===== src/rtl/duty_slot_pwm.sv =====
module duty_slot_pwm (
  input  logic        clk,
  input  logic        rst,
  input  logic        wr_en,
  input  logic [31:0] wr_data,
  output logic [31:0] rd_data,
  output logic        pwm_out
);
  localparam int RUN_BIT  = 31;
  localparam int IDLE_BIT = 30;
  localparam int FW       = 8;
  localparam logic [FW-1:0] LAST_SLOT = '1;

  logic          run_q, idle_q;
  logic [FW-1:0] div_q, low_q;
  logic [FW-1:0] act_div, act_low;
  logic [FW-1:0] pre_q, slot_q;

  logic          run_n, idle_n;
  logic [FW-1:0] div_n, low_n;
  logic [FW-1:0] pre_term;
  logic          pre_last;

  assign run_n    = wr_en ? wr_data[RUN_BIT]  : run_q;
  assign idle_n   = wr_en ? wr_data[IDLE_BIT] : idle_q;
  assign div_n    = wr_en ? wr_data[2*FW-1:FW] : div_q;
  assign low_n    = wr_en ? wr_data[FW-1:0]    : low_q;

  // divider 0 wraps to a terminal count of 255, i.e. 256 cycles per slot
  assign pre_term = act_div - 8'd1;
  assign pre_last = (pre_q == pre_term);

  always_ff @(posedge clk) begin
    if (rst) begin
      run_q   <= 1'b0;
      idle_q  <= 1'b0;
      div_q   <= '0;
      low_q   <= '0;
      act_div <= '0;
      act_low <= '0;
      pre_q   <= '0;
      slot_q  <= '0;
    end else begin
      run_q  <= run_n;
      idle_q <= idle_n;
      div_q  <= div_n;
      low_q  <= low_n;
      if (!run_n || !run_q) begin
        pre_q   <= '0;
        slot_q  <= '0;
        act_div <= div_n;
        act_low <= low_n;
      end else if (pre_last) begin
        pre_q  <= '0;
        slot_q <= slot_q + 8'd1;
        if (slot_q == LAST_SLOT) begin
          act_div <= div_n;
          act_low <= low_n;
        end
      end else begin
        pre_q <= pre_q + 8'd1;
      end
    end
  end

  assign rd_data = {run_q, idle_q, 14'd0, div_q, low_q};
  assign pwm_out = run_q ? (slot_q >= act_low) : idle_q;

  a_r1_reset_state: assert property (@(posedge clk)
    rst |=> (rd_data == 32'd0 && pwm_out == 1'b0));

  a_r2_readback: assert property (@(posedge clk) disable iff (rst)
    wr_en |=> (rd_data[31:30] == $past(wr_data[31:30]) &&
               rd_data[15:0]  == $past(wr_data[15:0])));

  a_r3_idle_level: assert property (@(posedge clk) disable iff (rst)
    !rd_data[RUN_BIT] |-> (pwm_out == rd_data[IDLE_BIT]));

  a_r4_slot_step: assert property (@(posedge clk) disable iff (rst)
    (run_q && $past(run_q) && !$stable(slot_q)) |-> $past(pre_q == pre_term));

  a_r5_rise_at_duty: assert property (@(posedge clk) disable iff (rst)
    (run_q && $past(run_q) && $rose(pwm_out)) |-> (slot_q == act_low && pre_q == '0));

  a_r6_period_boundary: assert property (@(posedge clk) disable iff (rst)
    (run_q && $past(run_q) && !($stable(act_low) && $stable(act_div)))
      |-> (slot_q == '0 && pre_q == '0));

  a_r7_stop_idle: assert property (@(posedge clk) disable iff (rst)
    (wr_en && !wr_data[RUN_BIT]) |=> (pwm_out == $past(wr_data[IDLE_BIT])));
endmodule


===== config.mk =====
export PLATFORM = sky130hd
export DESIGN_NAME = duty_slot_pwm
export DESIGN_NICKNAME = d
export VERILOG_FILES = /design/src/rtl/duty_slot_pwm.sv
export SDC_FILE = /design/constraint.sdc
export NUM_CORES = 1
export LEC_CHECK = 0
export ABC_AREA = 0
export BUFFER_PORTS_ARGS = -buffer_cell sky130_fd_sc_hd__buf_2
export CELL_PAD_IN_SITES_DETAIL_PLACEMENT = 1
export CELL_PAD_IN_SITES_GLOBAL_PLACEMENT = 2
export CORE_ASPECT_RATIO = 0.75
export CORE_MARGIN = 1
export CORE_UTILIZATION = 34
export CTS_CLUSTER_DIAMETER = 40
export CTS_CLUSTER_SIZE = 16
export DETAILED_ROUTE_END_ITERATION = 6
export GPL_ROUTABILITY_DRIVEN = 0
export PLACE_DENSITY_LB_ADDON = 0.1
export RECOVER_POWER = 50
export SETUP_SLACK_MARGIN = 0.4
export SYNTH_ARGS = -nofsm -noshare
export SYNTH_HDL_FRONTEND = slang
export SYNTH_SLANG_ARGS = --single-unit

===== constraint.sdc =====
create_clock -name clk -period 7.05 [get_ports clk]
set_input_delay 0.3525 -clock clk [delete_from_list [all_inputs] [get_ports clk]]
set_output_delay 0.3525 -clock clk [all_outputs]
set_load 0.01 [all_outputs]

==> metrics, run 1 <==
area leader, netlist=dfxtp_1; cells on worst reg2reg path=8; Clock Skew=0.00725 ns; clk buf depth=2; Total Routing Usage GR=0.186; post-route core utilization=0.389; final worst setup slack=4.01 ns; grt total ovfl=0; static leakage=1.27 nW; Critical Path Start Type=input pin; Worst Max-Slew Pin Slew=1.40 ns; die area=0.00876 sq mm; Setup Crit Path Kind=in -> reg; worst relative slew slack=0.0648; Worst-Skew Late Latency=0.31 ns; clock slew seen by the registers of the worst setup and hold paths=0.09 ns; drt via density=5.28; total negative slack=0 ns; Syn. warnings=0; total number of vias=2475; initial core utilization=0.356; Peak VDD IR=0.0867 mV; Setup WS pre-CTS=4.25 ns; EDFF count, synth=0; Mapped Cells=338; Final Net Count=411; H-tree levels=2; final hold vios=0; post-CTS setup buffer count=0; Die X=108 um; prevailing post-synth register cell=dfxtp_1; Crit. End Element=flip-flop; # IOs=68; number of max-cap violations=0; hpwl dp=5280 um; total clock sinks=50; top cells by area, synth=dfxtp_1, mux2i_1, nand2_1, a311o_1, ha_1; Post-DRT Antenna Nets=0; most common cell in the synthesized netlist=dfxtp_1; CTS Buf Count=5; Req. time, crit path=7.25 ns; antenna fix cells=0; Port Buffers=39; most frequent cells after synthesis=dfxtp_1, nand2_1, nor2_1; wire per inst=16.1 um; FF+latch count, synth=50; Core Box Area=0.00802 sq mm; # hold bufs at CTS=0; number of global-route vias before repair=2510; first-pass GRT wire length=12500 um; Post-Syn Area=0.00285 sq mm; Final Non-Filler Cells=469; Yosys top cell area share=0.351; FP Rows=28; overall power=0.585 mW; Avg Cell Area, Syn=8.44 sq um; # resized after CTS=0; initial antenna violation count=0; DRT iter0 DRCs=52; cell count after placement=463; final setup fails=0; Pre-antenna DRT Iters=4; DRT Wirelength=7550 um; Die Y=81.3 um; Layout area overhead=9.34%; PwrDens=187 mW/mm^2; post-synthesis sequential area ratio=0.351; Post-synth ARST share=0; fmax=0.329 GHz; HP Class=in -> reg; layout cells sized above 1=0.118; root buf cell=clkbuf_8; max-slew violation count=0; worst hold stages=3; CTS tree=yes; # DRC=0; period utilization=0.431; Tmin final=3.04 ns; outcome=finished, final reports clean; CP arrival=3.24 ns; crit path max fanout=22; Distinct cells, synth=52; largest net degree at the start of global routing=28; RSZ-0062 raised after global routing=false
logic make-up after synthesis:
kind of cell             count (synthesis)  synth area share
AO/OA/AOI/OAI                           62             0.168
XOR/XNOR                                15            0.0487
adder cells (fa/ha/maj)                 11            0.0482
buffers and inverters                   47            0.0877
flip-flops                              50             0.351
multiplexers                            22            0.0772
other                                    1           0.00131
AND/OR/NAND/NOR                        130             0.218
sequential cells by signal, indices dropped and copies added, names as in the netlist:
name     flops
low_q        8
slot_q       8
act_div      8
act_low      8
div_q        8
pre_q        8
idle_q       1
run_q        1
final cells by class:
cell class	instances	area (sq um)
sequential	50	1000
fill	981	4900
multi-input combinational	254	1660
inverter	11	41.3
clock buffer	6	82.6
tap	105	131
timing repair buffer	43	204
per-stage QoR:
stage / area (sq um) / hold slack (ns)
finish: 3120 / 0.283
global route: 3120 / 0.314
CTS: 3140 / 0.286
detailed placement: 3060 / 0.500
global placement: 3060 / 0.491
floorplan: 2900 / 0.464
worst paths after layout:
check             slack (ns)                     from                      end
setup / recovery        4.01                    wr_en  act_low[1]$_SDFFE_PP0P_
hold / removal          0.28              wr_data[30]      idle_q$_SDFFE_PP0P_
setup reg to reg        4.24  act_div[0]$_SDFFE_PP0P_  act_low[1]$_SDFFE_PP0P_
hold reg to reg         0.51   slot_q[6]$_SDFFE_PP0N_   slot_q[6]$_SDFFE_PP0N_
worst max-delay path: stages:
cell	delay [ns]
clkbuf_1	1.00
inv_1	0.16
o21a_1	0.24
buf_4	0.20
nand2b_1	0.77
a211oi_1	0.13
a311o_1	0.36
routing by layer:
layer | GRT usage | vias to the layer above | wire (um)
li1 | - | 1229 | -
met1 | 0.236 | 1189 | 3710
met2 | 0.328 | 46 | 3550
met3 | 0.0289 | 11 | 174
met4 | 0.0562 | 0 | 110
met5 | 0 | - | 0
power by group:
part           switching [mW]  total [mW]  internal (mW)
clock                  0.0959       0.172         0.0760
sequential             0.0109       0.306          0.295
combinational          0.0659       0.106         0.0406
total                   0.173       0.585          0.412
placed cells by master, fill, tap and decap left out, types with 2 or more instances in the layout:
cell type   n
buf_2      22
inv_1      11
a21o_1      3
a211oi_1   10
and3_1      3
nor2_1     23
or3_1       4
mux2i_1    22
clkbuf_1   17
nor3_1     13
o211ai_1    2
or4_4       2
a31oi_1     3
nand3_1    22
clkbuf_8    6
o21ai_0     5
xnor2_1     9
dfxtp_1    50
nand2_1    44
nand2b_1    2
o31ai_1     2
ha_1       11
o21a_1      2
buf_4       4
conb_1     14
nor2b_1     2
xor2_1      5
a21oi_1    10
nand4_1     3
a311o_1    14
or4_1       2
Note: power is estimated with default switching activity, not from simulation.
==> run 2, diff against run 1 <==
--- a/config.mk
+++ b/config.mk
@@ -11,7 +11,7 @@
 export CELL_PAD_IN_SITES_GLOBAL_PLACEMENT = 2
 export CORE_ASPECT_RATIO = 0.75
 export CORE_MARGIN = 1
-export CORE_UTILIZATION = 34
+export CORE_UTILIZATION = 28
 export CTS_CLUSTER_DIAMETER = 40
 export CTS_CLUSTER_SIZE = 16
 export DETAILED_ROUTE_END_ITERATION = 6
==> constraint.sdc (replaced) <==
create_clock -name clk -period 2.7 [get_ports clk]
set_input_delay 0.135 -clock clk [delete_from_list [all_inputs] [get_ports clk]]
set_output_delay 0.135 -clock clk [all_outputs]
set_load 0.01 [all_outputs]
==> run 2 against run 1 <==
  * Worst setup slack got worse by 3.5 ns
  * Die area increased by 21%
  * Count of clock-buffer cells in the layout increased by 1
  * Register-to-register slack lost 3.8 ns
  * Critical endpoint is now slot_q[5]$_SDFFE_PP0N_
  * Largest cell class unchanged
  * Largest power group unchanged
==> metrics, run 2 (synthesized netlist as in run 1, its figures left out) <==
outcome=finished, final reports clean; fillcell total=1164 (+19%); Layout area overhead=22.8%; total number of vias=2560 (+3.4%); Port Buffers=39 (unchanged); Comb pwr share=0.192 (+0.010); fmax=0.447 GHz; Worst-Skew Late Latency=0.30 ns (about the same); sequential power share=0.442 (-0.082); static leakage=1.42 nW (+11%); wire per inst=16.3 um (+1.3%); layout cells sized above 1=0.204 (+0.0861); clk buf depth=2 (unchanged); Peak VDD IR=0.203 mV (+130%); period utilization=0.829; CTS tree=yes; CP arrival=2.43 ns (-0.81 ns); number of global-route vias before repair=2573 (+2.5%); initial core utilization=0.292 (-0.0637); die area=0.0106 sq mm (+21%); Pre-antenna DRT Iters=4 (unchanged); FF-to-FF Start=act_div[0]$_SDFFE_PP0P_; final setup fails=0 (unchanged); HP Start=wr_data[30]; HP Class=in -> reg; Pint=1.29 mW (+210%); cell count after placement=500 (+8.0%); PwrDens=517 mW/mm^2 (+180%); cells on worst reg2reg path=6 (-2); initial antenna violation count=0 (unchanged); Final Net Count=427 (+3.9%); antenna fix cells=0 (unchanged); crit path max fanout=7 (-68%); Tmin final=2.24 ns; H-tree levels=2 (unchanged); Worst Max-Slew Pin Slew=1.35 ns (-0.0553 ns); max-slew violation count=0 (unchanged); Die X=119 um (+10%); DRT Wirelength=8380 um (+11%); commonest non-fill, non-tap cell in the layout=nand2_1; drt via density=4.98 (-5.6%); post-route core utilization=0.358 (-0.0305); Clock Skew=0.00479 ns (-0.00245 ns); hpwl dp=5750 um (+9.0%); RSZ-0062 raised after global routing=true; register-to-register setup slack=0.46 ns (-3.78 ns); Crit. End Element=flip-flop; Setup Crit Path Kind=reg -> reg; Total Routing Usage GR=0.163 (-0.0234); Setup WS pre-CTS=0.225 ns (-4.03 ns); # DRC=0 (unchanged); highest-count cells in the layout ignoring fill and taps=nand2_1, dfxtp_1; grt total ovfl=0 (unchanged); switch share=0.286 (-0.00920); total negative slack=0 ns (unchanged); FP Rows=31 (+11%); worst reg2reg endpoint=slot_q[5]$_SDFFE_PP0N_; # IOs=68 (unchanged); largest net degree at the start of global routing=25 (-11%); number of max-cap violations=0 (unchanged); DRT iter0 DRCs=61 (+17%); Critical Path Start Type=flip-flop; total clock sinks=50 (unchanged); Net Sw Power=0.518 mW (+200%); worst relative slew slack=0.102 (+0.0368); Post-DRT Antenna Nets=0 (unchanged); clock slew seen by the registers of the worst setup and hold paths=0.07 ns (-0.02 ns); root buf cell=clkbuf_16; worst hold stages=3 (unchanged); Core Box Area=0.00977 sq mm (+22%); clock power share=0.366 (+0.072); final worst setup slack=0.461 ns (-3.55 ns); Req. time, crit path=2.89 ns (-4.36 ns); WHS Endpoint=idle_q$_SDFFE_PP0P_; Final Non-Filler Cells=514 (+9.6%); Die Y=89.4 um (+9.9%); first-pass GRT wire length=13400 um (+7.0%); CTS Buf Count=5 (unchanged); final hold vios=0 (unchanged)
-- run 2: cell count changes in the layout (fill, tap and decap cells not counted), sizes merged --
cell	previous run	this run
clkbuf	23	26
o21a	3	4
clkinv	0	1
buf	26	39
-- run 2: critical path: stages, from the launching register on --
cell	delay, ns
dfxtp_4	0.35
or2_1	0.26
or4_4	0.44
xnor2_2	0.23
o211ai_4	0.18
or4_4	0.55
mux2i_1	0.13
-- run 2: final cells by class --
cell class              count  area [sq um]  share of cell area
inverters                  11          41.3              0.0118
flip-flops and latches     50          1010               0.290
clock buffers               7           143              0.0407
multi-input cells         255          1770               0.504
well taps                 132           165              0.0472
clock inverters             1          5.00             0.00143
repair buffers             58           368               0.105
-- run 2: timing repair --
action	4_1_cts	5_1_grt
resized for setup	9	19
hold buffers	0	0
endpoints found under the setup margin	31	19
gates cloned	0	2
pin swaps	3	8
setup buffers	1	3
-- run 2: layer usage --
layer  part of all wire  GRT usage
met1               0.49      0.208
met2               0.47      0.283
met3              0.028     0.0300
met4              0.011     0.0483
met5                  0          0
-- run 2: through the flow --
step                power, mW  cell area, sq um  hold slack, ns
floorplan                1.03              2900           0.283
global placement         1.12              3200           0.377
detailed placement       1.13              3200           0.417
CTS                      1.80              3380           0.105
global route             1.90              3500           0.114
finish                   1.81              3500           0.107
-- run 2: worst max-delay path by stage --
stage                     cells past startpoint                    start  slack [ns]                 endpoint
final                                         6  act_div[0]$_SDFFE_PP0P_        0.46   slot_q[5]$_SDFFE_PP0N_
after global routing                          9   slot_q[0]$_SDFFE_PP0N_        0.36                  pwm_out
after CTS                                     9   slot_q[0]$_SDFFE_PP0N_        0.40                  pwm_out
after global placement                        8  act_div[0]$_SDFFE_PP0P_        0.23  act_low[1]$_SDFFE_PP0P_
after floorplan                               8  act_div[0]$_SDFFE_PP0P_        0.45   slot_q[5]$_SDFFE_PP0N_
after detailed placement                      8  act_div[0]$_SDFFE_PP0P_        0.22  act_low[1]$_SDFFE_PP0P_
-- run 2: power groups by stage --
stage	clock [mW]	sequential (mW)	combinational [mW]
finish	0.663	0.801	0.348
global route	0.715	0.806	0.384
CTS	0.686	0.800	0.317
detailed placement	0	0.817	0.311
global placement	0	0.816	0.307
floorplan	0	0.817	0.215
